File: src/rtl/spi_link_pkg.sv
package spi_link_pkg;

  localparam int WORD_W = 8;
  localparam int RATE_W = 2;

  localparam logic [1:0] ADDR_CTRL = 2'd0;
  localparam logic [1:0] ADDR_STAT = 2'd1;
  localparam logic [1:0] ADDR_DATA = 2'd2;

  // control register layout, most significant field first
  typedef struct packed {
    logic              irqEn;
    logic              enable;
    logic              lsbFirst;
    logic              master;
    logic              cpol;
    logic              cpha;
    logic [RATE_W-1:0] rate;
  } cfg_t;

  typedef struct packed {
    logic done;
    logic wcol;
    logic modf;
  } flags_t;

  // strobes from control to datapath
  typedef struct packed {
    logic loadTx;
    logic mEdge;
    logic abort;
  } strobe_t;

endpackage

File: src/rtl/spi_link_ctrl.sv
module spi_link_ctrl
  import spi_link_pkg::*;
#(
  parameter int DATA_W = WORD_W
) (
  input  logic              clk,
  input  logic              rst_n,
  input  logic [1:0]        busAddr,
  input  logic              busWr,
  input  logic              busRd,
  input  logic [WORD_W-1:0] busWdata,
  input  logic              ssIn,
  input  logic              running,
  input  logic              xferDone,
  input  logic [DATA_W-1:0] rxWord,
  output cfg_t              cfg,
  output flags_t            flags,
  output logic [DATA_W-1:0] rxBuf,
  output strobe_t           stb,
  output logic              irq
);

  localparam int DIV_W = 1 << RATE_W;

  logic             ctrlWr, statRd, dataWr, dataAcc;
  logic             modeFault, clrDone, clrWcol, clrModf, doneHeld;
  flags_t           armed;
  logic [DIV_W-1:0] divCnt, divLimit;
  logic             divRun;

  assign ctrlWr  = busWr && (busAddr == ADDR_CTRL);
  assign statRd  = busRd && (busAddr == ADDR_STAT);
  assign dataWr  = busWr && (busAddr == ADDR_DATA);
  assign dataAcc = (busWr || busRd) && (busAddr == ADDR_DATA);

  assign modeFault = cfg.enable && cfg.master && !ssIn;

  assign clrDone  = dataAcc && armed.done;
  assign clrWcol  = dataAcc && armed.wcol;
  assign clrModf  = ctrlWr && armed.modf;
  assign doneHeld = flags.done && !clrDone;

  assign divLimit = (DIV_W'(1) << cfg.rate) - DIV_W'(1);
  assign divRun   = running && cfg.master && cfg.enable;

  always_comb begin
    stb.loadTx = dataWr && !running;
    stb.mEdge  = divRun && (divCnt == divLimit);
    stb.abort  = !cfg.enable || modeFault;
  end

  assign irq = cfg.irqEn && (flags.done || flags.modf);

  always_ff @(posedge clk) begin
    if (!rst_n) begin
      cfg    <= '0;
      flags  <= '0;
      armed  <= '0;
      rxBuf  <= '0;
      divCnt <= '0;
    end else begin
      if (ctrlWr) cfg <= cfg_t'(busWdata);
      if (modeFault) begin
        cfg.enable <= 1'b0;
        cfg.master <= 1'b0;
      end

      if (statRd) begin
        armed <= flags;
      end else begin
        if (dataAcc) begin
          armed.done <= 1'b0;
          armed.wcol <= 1'b0;
        end
        if (ctrlWr) armed.modf <= 1'b0;
      end

      flags.done <= doneHeld || xferDone;
      flags.wcol <= (flags.wcol && !clrWcol) || (dataWr && running);
      flags.modf <= (flags.modf && !clrModf) || modeFault;

      if (xferDone && !doneHeld) rxBuf <= rxWord;

      if (!divRun || stb.mEdge) divCnt <= '0;
      else                      divCnt <= divCnt + DIV_W'(1);
    end
  end

endmodule

File: src/rtl/spi_link_datapath.sv
module spi_link_datapath
  import spi_link_pkg::*;
#(
  parameter int DATA_W = WORD_W
) (
  input  logic              clk,
  input  logic              rst_n,
  input  logic              enable,
  input  logic              master,
  input  logic              cpol,
  input  logic              cpha,
  input  logic              lsbFirst,
  input  strobe_t           stb,
  input  logic [DATA_W-1:0] txWord,
  input  logic              sckIn,
  input  logic              ssIn,
  input  logic              mosiIn,
  input  logic              misoIn,
  output logic              running,
  output logic              xferDone,
  output logic [DATA_W-1:0] rxWord,
  output logic              sckOut,
  output logic              sckOe,
  output logic              mosiOut,
  output logic              mosiOe,
  output logic              misoOut,
  output logic              misoOe
);

  localparam int EDGES = 2 * DATA_W;
  localparam int CNT_W = $clog2(EDGES);
  localparam logic [CNT_W-1:0] LAST_EDGE = CNT_W'(EDGES - 1);

  logic [DATA_W-1:0] sh;
  logic [CNT_W-1:0]  edgeIdx;
  logic              sampleBit, sckQ;
  logic              slaveSel, edgeNow, inBit, outBit;
  logic              isSample, lastEdge, cancel;

  function automatic logic [DATA_W-1:0] shiftIn(input logic [DATA_W-1:0] v,
                                                input logic b, input logic lsb);
    return lsb ? {b, v[DATA_W-1:1]} : {v[DATA_W-2:0], b};
  endfunction

  assign slaveSel = enable && !master && !ssIn;
  assign edgeNow  = master ? stb.mEdge : (slaveSel && (sckIn != sckQ));
  assign inBit    = master ? misoIn : mosiIn;
  assign outBit   = lsbFirst ? sh[0] : sh[DATA_W-1];
  assign isSample = (edgeIdx[0] == cpha);
  assign lastEdge = (edgeIdx == LAST_EDGE);
  assign cancel   = stb.abort || (!master && ssIn);

  always_ff @(posedge clk) begin
    if (!rst_n) begin
      sh        <= '0;
      edgeIdx   <= '0;
      sampleBit <= 1'b0;
      sckQ      <= 1'b0;
      running   <= 1'b0;
      xferDone  <= 1'b0;
      rxWord    <= '0;
    end else begin
      sckQ     <= sckIn;
      xferDone <= 1'b0;
      if (stb.loadTx) begin
        sh      <= txWord;
        edgeIdx <= '0;
        running <= master && !stb.abort;
      end else if (cancel) begin
        edgeIdx <= '0;
        running <= 1'b0;
      end else if (edgeNow) begin
        if (isSample) sampleBit <= inBit;
        else if (!(cpha && edgeIdx == '0)) sh <= shiftIn(sh, sampleBit, lsbFirst);
        if (lastEdge) begin
          rxWord   <= shiftIn(sh, cpha ? inBit : sampleBit, lsbFirst);
          xferDone <= 1'b1;
          edgeIdx  <= '0;
          running  <= 1'b0;
        end else begin
          edgeIdx <= edgeIdx + CNT_W'(1);
          running <= 1'b1;
        end
      end
    end
  end

  assign sckOut  = cpol ^ (running && edgeIdx[0]);
  assign sckOe   = enable && master;
  assign mosiOut = outBit;
  assign mosiOe  = enable && master;
  assign misoOut = outBit;
  assign misoOe  = slaveSel;

endmodule

File: src/rtl/spi_link.sv
module spi_link
  import spi_link_pkg::*;
(
  input  logic              clk,
  input  logic              rst_n,
  input  logic [1:0]        busAddr,
  input  logic              busWr,
  input  logic              busRd,
  input  logic [WORD_W-1:0] busWdata,
  output logic [WORD_W-1:0] busRdata,
  output logic              irq,
  input  logic              sckIn,
  output logic              sckOut,
  output logic              sckOe,
  input  logic              mosiIn,
  output logic              mosiOut,
  output logic              mosiOe,
  input  logic              misoIn,
  output logic              misoOut,
  output logic              misoOe,
  input  logic              ssIn
);

  cfg_t              cfg;
  flags_t            flags;
  strobe_t           stb;
  logic              running, xferDone;
  logic [WORD_W-1:0] rxWord, rxBuf;

  spi_link_ctrl #(.DATA_W(WORD_W)) uCtl (
    .clk(clk), .rst_n(rst_n), .busAddr(busAddr), .busWr(busWr), .busRd(busRd),
    .busWdata(busWdata), .ssIn(ssIn), .running(running), .xferDone(xferDone),
    .rxWord(rxWord), .cfg(cfg), .flags(flags), .rxBuf(rxBuf), .stb(stb), .irq(irq)
  );

  spi_link_datapath #(.DATA_W(WORD_W)) uDp (
    .clk(clk), .rst_n(rst_n), .enable(cfg.enable), .master(cfg.master),
    .cpol(cfg.cpol), .cpha(cfg.cpha), .lsbFirst(cfg.lsbFirst), .stb(stb),
    .txWord(busWdata), .sckIn(sckIn), .ssIn(ssIn), .mosiIn(mosiIn), .misoIn(misoIn),
    .running(running), .xferDone(xferDone), .rxWord(rxWord),
    .sckOut(sckOut), .sckOe(sckOe), .mosiOut(mosiOut), .mosiOe(mosiOe),
    .misoOut(misoOut), .misoOe(misoOe)
  );

  always_comb begin
    case (busAddr)
      ADDR_CTRL: busRdata = cfg;
      ADDR_STAT: busRdata = {flags.done, flags.wcol, 1'b0, flags.modf, 4'b0000};
      ADDR_DATA: busRdata = rxBuf;
      default:   busRdata = '0;
    endcase
  end

endmodule

File: config.mk
export PLATFORM = sky130hd
export DESIGN_NAME = spi_link
export DESIGN_NICKNAME = d
export VERILOG_FILES = /design/src/rtl/spi_link_pkg.sv /design/src/rtl/spi_link_ctrl.sv /design/src/rtl/spi_link_datapath.sv /design/src/rtl/spi_link.sv
export SDC_FILE = /design/constraint.sdc
export NUM_CORES = 1
export LEC_CHECK = 0
export ABC_AREA = 1
export CAP_MARGIN = 40
export CORE_ASPECT_RATIO = 0.6
export CORE_UTILIZATION = 50
export CTS_CLUSTER_SIZE = 24
export DETAILED_ROUTE_END_ITERATION = 10
export PLACE_DENSITY = 0.8
export SYNTH_ARGS = -nofsm -noshare
export SYNTH_HDL_FRONTEND = slang
export SYNTH_SLANG_ARGS = --single-unit
File: constraint.sdc
create_clock -name clk -period 3.2 [get_ports clk]
set_input_delay 0.32 -clock clk [delete_from_list [all_inputs] [get_ports clk]]
set_output_delay 0.32 -clock clk [all_outputs]
set_load 0.005 [all_outputs]
# [Word level (Yosys, flattened, before mapping)]
# Cells that the tools add are included.
[word_totals] reg_bits=50 wordCells=118 out_inout_bits=15
[classes] shift=1 n_addsub=3 n_mux=21 bitwise=5 eq_ne=9 n_reduce_logical=57
[ops] op="8-bit two-way mux" n=7
[ops] op="1-bit logical AND" n=26
[ops] op="8-bit case mux with 3 select lines" n=1
[ops] op="4-bit AND reduction" n=3
[ops] op="1-bit logical NOT" n=10
[ops] op="1-bit two-way mux" n=10
[ops] op="4-bit by 1-bit adder with 4-bit output (second input constant)" n=2
[ops] op="1-bit logical OR" n=8
[ops] op="2-bit != test (second input constant)" n=3
[ops] op="2-bit nonzero test" n=3
[ops] op="4-bit == test" n=1
[ops] op="4-bit == test (second input constant)" n=1
[ops] op="4-bit logical NOT" n=1
[ops] op="4-bit two-way mux" n=1
[ops] op="1-bit inverter" n=4
[ops] op="2-bit OR reduction" n=2
[ops] op="4-bit OR reduction" n=1
[ops] op="1-bit by 2-bit left shift with 4-bit output (first input constant)" n=1
[ops] op="4-bit by 2-bit subtractor with 4-bit output (second input constant)" n=1
[ops] op="3-bit two-way mux" n=1
[ops] op="3-bit nonzero test" n=1
[ops] op="3-bit OR reduction" n=1
[ops] op="2-bit by 1-bit == test with 1-bit output (second input constant)" n=1
[ops] op="2-bit == test (second input constant)" n=1
[ops] op="other kinds (5)" n=5

# [Depth between registers and ports, before layout]
[logic_depth] ltp_word=8 ltp_mapped=11

# [Cells and area by module]
# A second synthesis with hierarchy kept.
[hier_totals] cells_unflattened=420 hier_area_um2=2802.7
[modules_own_cells] module="spi_link_datapath" area_per_inst_um2=1461.4 cells_each=233 seq_area_each_um2=480.5 instances=1
[modules_own_cells] module="spi_link_ctrl" area_per_inst_um2=1192.4 cells_each=156 seq_area_each_um2=520.5 instances=1
[modules_own_cells] module="spi_link" area_per_inst_um2=148.9 cells_each=31 seq_area_each_um2=0.0 instances=1

# [Worst setup path after synthesis]
# Ideal clock, no wire load.
[synth_path] path_type="reg-to-reg" start="reg uDp.edgeIdx[0]" end="reg uDp.sh[0]" setup_ns=0.115 slack_ns=1.719 arrival_time_ns=1.366 path_buffers=1 t_required_ns=3.085 path_stages_with_launch=10 period_less_slack_ns=1.481 cell_sequence="dfxtp_1 inv_1 ha_1 nand2_1 nor3_1 nor3_2 nand2_4 buf_6 a21oi_1 nor2_1"
[synth_between] elab_chain_len=4 word_cells_on_any_way=6
[synth_lines] element="start, declared" line_no="spi_link_datapath.sv:35" source="logic [CNT_W-1:0] edgeIdx;"
[synth_lines] element="start signal, assigned" line_no="spi_link_datapath.sv:81" source="edgeIdx <= edgeIdx + CNT_W'(1);"
[synth_lines] element="4-bit logical NOT" line_no="spi_link_datapath.sv:74" source="else if (!(cpha && edgeIdx == '0)) sh <= shiftIn(sh, sampleBit, lsbFirst);"
[synth_lines] element="1-bit logical AND" line_no="spi_link_datapath.sv:74"
[synth_lines] element="2-bit != test (no line)"
[synth_lines] element="4-bit AND reduction (no line) (*)"
[synth_lines] element="end signal, assigned" line_no="spi_link_datapath.sv:66" source="sh <= txWord;"
[synth_lines] element="end signal, assigned" line_no="spi_link_datapath.sv:74"
[synth_lines] element="end, declared" line_no="spi_link_datapath.sv:34" source="logic [DATA_W-1:0] sh;"
# Every way passes the cells marked *; elsewhere a longest branch is shown, timed or not.
# A chain may end at the register's enable or synchronous reset.

# [Worst setup path in the final report]
[layout_path] start="in busAddr[1]" end="out busRdata[6]"
[layout_between] elab_chain_len=2 word_cells_on_any_way=4
[layout_lines] element="start, declared" line_no="spi_link.sv:6" source="input logic [1:0] busAddr,"
[layout_lines] element="2-bit == test (tied with other cells)" line_no="spi_link.sv:46" source="case (busAddr)"
[layout_lines] element="8-bit case mux with 3 select lines (*)" line_no="spi_link.sv:46"
[layout_lines] element="end, declared" line_no="spi_link.sv:10" source="output logic [WORD_W-1:0] busRdata,"
# Marks and branches as above.

==> results.sh <==
export IMPL_crit_buf_inv=3
export IMPL_diodes=0
export IMPL_crit_arrival_ns=2.02
export IMPL_tightest_slew_ns=0.5774
export IMPL_r2r_end="uDp.rxWord[0]$_SDFFE_PN0P_"
export IMPL_path_clk_slew_ns=0.09
export IMPL_min_to="uCtl.rxBuf[2]$_SDFFE_PN0P_"
export IMPL_synth_seq_cells=50
export IMPL_crit_required_ns=2.88
export IMPL_wl_met3_um=450
export IMPL_antenna_left=0
export IMPL_hold_buffers=0
export IMPL_cpPeakStageDelay_ns=0.54
export IMPL_root_buffer="clkbuf_8"
export IMPL_vdd_drop_max_v=0.0002946
export IMPL_start_util_pct=54.26
export IMPL_cts_path_max_buffers=2
export IMPL_drt_iter0_markers=127
export IMPL_hold_class="register to register"
export IMPL_power_mw=1.236
export IMPL_dieArea_um2=5486
export IMPL_placed_area_um2=2909
export IMPL_rsz0062_at_grt="false"
export IMPL_htree_num_levels=2
export IMPL_final_layout_size_suffix_gt1_share_pct=7.617
export IMPL_first_pass_iters=5
export IMPL_post_cts_setup_buffers=0
export IMPL_crit_type="input pin to output port"
export IMPL_start_kind="input pin"
export IMPL_maxCapViolCount=0
export IMPL_viasPerCell=5.283
export IMPL_multi_input_area_um2=1276
export IMPL_overflow=0
export IMPL_fin_crit_sh_pct=73.11
export IMPL_die_w_um=94.96
export IMPL_drc=0
export IMPL_cpMostUsedCell="clkdlybuf4s50_1"
export IMPL_syn2layout_area_growth_pct=16.60
export IMPL_highest_layer="met4"
export IMPL_cp_cell_sequence="clkdlybuf4s50_1 > inv_2 > nor2_2 > nand2_1 > o211ai_1 > clkdlybuf4s50_1"
export IMPL_core_area_um2=4778
export IMPL_dr_total_vias=2483
export IMPL_setup_viol=0
export IMPL_hold_viol_final=0
export IMPL_yosysUniqueCellTypes=31
export IMPL_syn_area_per_cell_um2=6.804
export IMPL_port_buffers=32
export IMPL_p_per_area_nw_per_um2=408.8
export IMPL_grt_max_degree=27
export IMPL_slew_headroom_pct=61.46
export IMPL_run_status="finished, final reports clean"
export IMPL_hold_path_depth=2
export IMPL_synth_area_um2=2592
export IMPL_p_leak_nw=1.316
export IMPL_clk_latency_ns=0.31
export IMPL_max_freq_mhz=427.5
export IMPL_nFillCells=441
export IMPL_cts_tree="yes"
export IMPL_synth_fp_nets=402
export IMPL_critPathTopFamily="buffers and inverters"
export IMPL_io_pins=33
export IMPL_drv_slew=0
export IMPL_cts_resized=0
export IMPL_fin_setup_tns_ns=0
export IMPL_yosysTopAreaCellShare_pct=38.61
export IMPL_fin_crit_ns=2.339
export IMPL_synth_top_area_cell="dfxtp_1"
export IMPL_reg2reg_slack_ns=1.55
export IMPL_crit_fanout=11
export IMPL_ys_warn_count=0
export IMPL_dp_hpwl_um=4771
export IMPL_wl_per_cell_um=13.52
export IMPL_nNetsFinal=427
export IMPL_worst_setup_path_end_kind="output port"
export IMPL_design_area_um2=3023
export IMPL_antenna_found_initial=0
export IMPL_cp_slowest_cell="clkdlybuf4s50_1"
export IMPL_rr_startpoint="uCtl.cfg[1]$_SDFFE_PN0P_"
export IMPL_r2r_cells=9
export IMPL_grt_pass1_vias=2195
export IMPL_grt_first_pass_wirelength_um=10480
export IMPL_row_count=19
export IMPL_numClockSinks=50
export IMPL_cts_buffers=5
export IMPL_gp_congestion=0.8565
export IMPL_synth_area_top_cells="dfxtp_1, nand2_1, inv_1"
export IMPL_synthCells=381
export IMPL_finClkSkew_ns=0.005512
export IMPL_hold_start="uDp.rxWord[2]$_SDFFE_PN0P_"
export IMPL_wl_met2_um=2824
export IMPL_seq_area_um2=1001
export IMPL_die_y_um=57.78
export IMPL_ys_seq_area_share_pct=38.61
export IMPL_wl_met1_um=2962
export IMPL_drt_wl_total_um=6353
export IMPL_grt_usage_pct=25.30
metal layers:
layer / GRT usage (%) / up-vias
met3: 5.249 / 14
met5: 0 / -
met2: 38.64 / 94
met4: 9.307 / 0
li1: - / 1250
met1: 35.43 / 1125
kinds of logic (layout without fill, tap and decap cells):
| group | after synthesis | after routing | synth area share (%) |
|---|---|---|---|
| compound gates | 78 | 78 | 16.46 |
| xor+xnor | 6 | 6 | 2.027 |
| fa+ha+maj | 3 | 3 | 1.448 |
| buf+inv | 74 | 100 | 12.16 |
| flops | 50 | 50 | 38.61 |
| simple gates | 170 | 170 | 29.30 |
sequential cells by signal, summed over array words and instances (netlist names):
register / count
uCtl.cfg: 8
uCtl.rxBuf: 8
uDp.rxWord: 8
uDp.sh: 8
uCtl.divCnt: 4
uDp.edgeIdx: 4
uCtl.armed: 3
uCtl.flags: 3
uDp.running: 1
uDp.sampleBit: 1
uDp.sckQ: 1
uDp.xferDone: 1
power by group:
part | total, mW | switching [mW] | internal (mW)
sequential | 0.646 | 0.0119 | 0.634
combinational | 0.128 | 0.0743 | 0.0538
clock | 0.462 | 0.229 | 0.233
synth_stat cells:
master / number
a211oi_1: 3
a21oi_1: 30
a21oi_2: 2
a22o_1: 1
buf_2: 3
buf_4: 3
buf_6: 3
clkbuf_1: 7
dfxtp_1: 50
ha_1: 3
inv_1: 55
inv_2: 3
nand2_1: 87
nand2_2: 1
nand2_4: 2
nand3_1: 25
nand3_2: 1
nand3_4: 1
nor2_1: 41
nor2_2: 5
nor2_4: 1
nor2_8: 1
nor3_1: 3
nor3_2: 2
o211ai_1: 1
o21ai_0: 35
o21ai_1: 2
o21ai_2: 2
o221ai_1: 2
xnor2_1: 1
xor2_1: 5
metrics by stage:
stage / cells / hold WS [ns] / util, % / setup WS [ns]
final: 470 / 0.4632 / 63.26 / 0.8606
after detailed placement: 462 / 0.4494 / 60.88 / 0.7937
after global placement: 462 / 0.4491 / 60.88 / 0.9004
after CTS: 470 / 0.4656 / 63.26 / 0.8735
after global routing: 470 / 0.4908 / 63.26 / 0.7118
after floorplan: 381 / 0.4135 / - / 1.719
cells in the final DEF (no fill, tap or decap), drive strengths merged, types with 2 or more instances in the layout:
cell type,instances
o221ai,2
a21oi,32
nor2,48
buf,2
ha,3
xor2,5
clkinvlp,2
dfxtp,50
clkdlybuf4s50,32
nand3,27
nand2,90
nor3,5
o21ai,39
a211oi,3
clkbuf,5
inv,58
tightest hold or removal path: cells and delay by family (launching register included):
family	cells	cell delay, ns
buf+inv	1	0.06
flops	1	0.31
compound gates	1	0.06
worst max path at each step:
stage | from | to | slack, ns | depth (start not counted)
after floorplan | uDp.edgeIdx[0]$_SDFFE_PP0P_ | uDp.sh[0]$_SDFFE_PN0P_ | 1.72 | 9
after global placement | busAddr[1] | uDp.rxWord[2]$_SDFFE_PN0P_ | 0.90 | 10
after detailed placement | busAddr[1] | uDp.rxWord[7]$_SDFFE_PN0P_ | 0.79 | 10
after CTS | busAddr[1] | busRdata[4] | 0.87 | 6
after global routing | busAddr[1] | busRdata[1] | 0.71 | 6
final | busAddr[1] | busRdata[6] | 0.86 | 6
final cells by class:
| cell class | count | area share [%] |
|---|---|---|
| Multi-Input combinational cell | 257 | 42.22 |
| Inverter | 58 | 7.202 |
| Clock buffer | 5 | 2.276 |
| Tap cell | 63 | 2.608 |
| Clock inverter | 3 | 1.490 |
| Timing Repair Buffer | 34 | 11.09 |
| Sequential cell | 50 | 33.11 |
No activity file was read; power rests on OpenSTA's default activity.
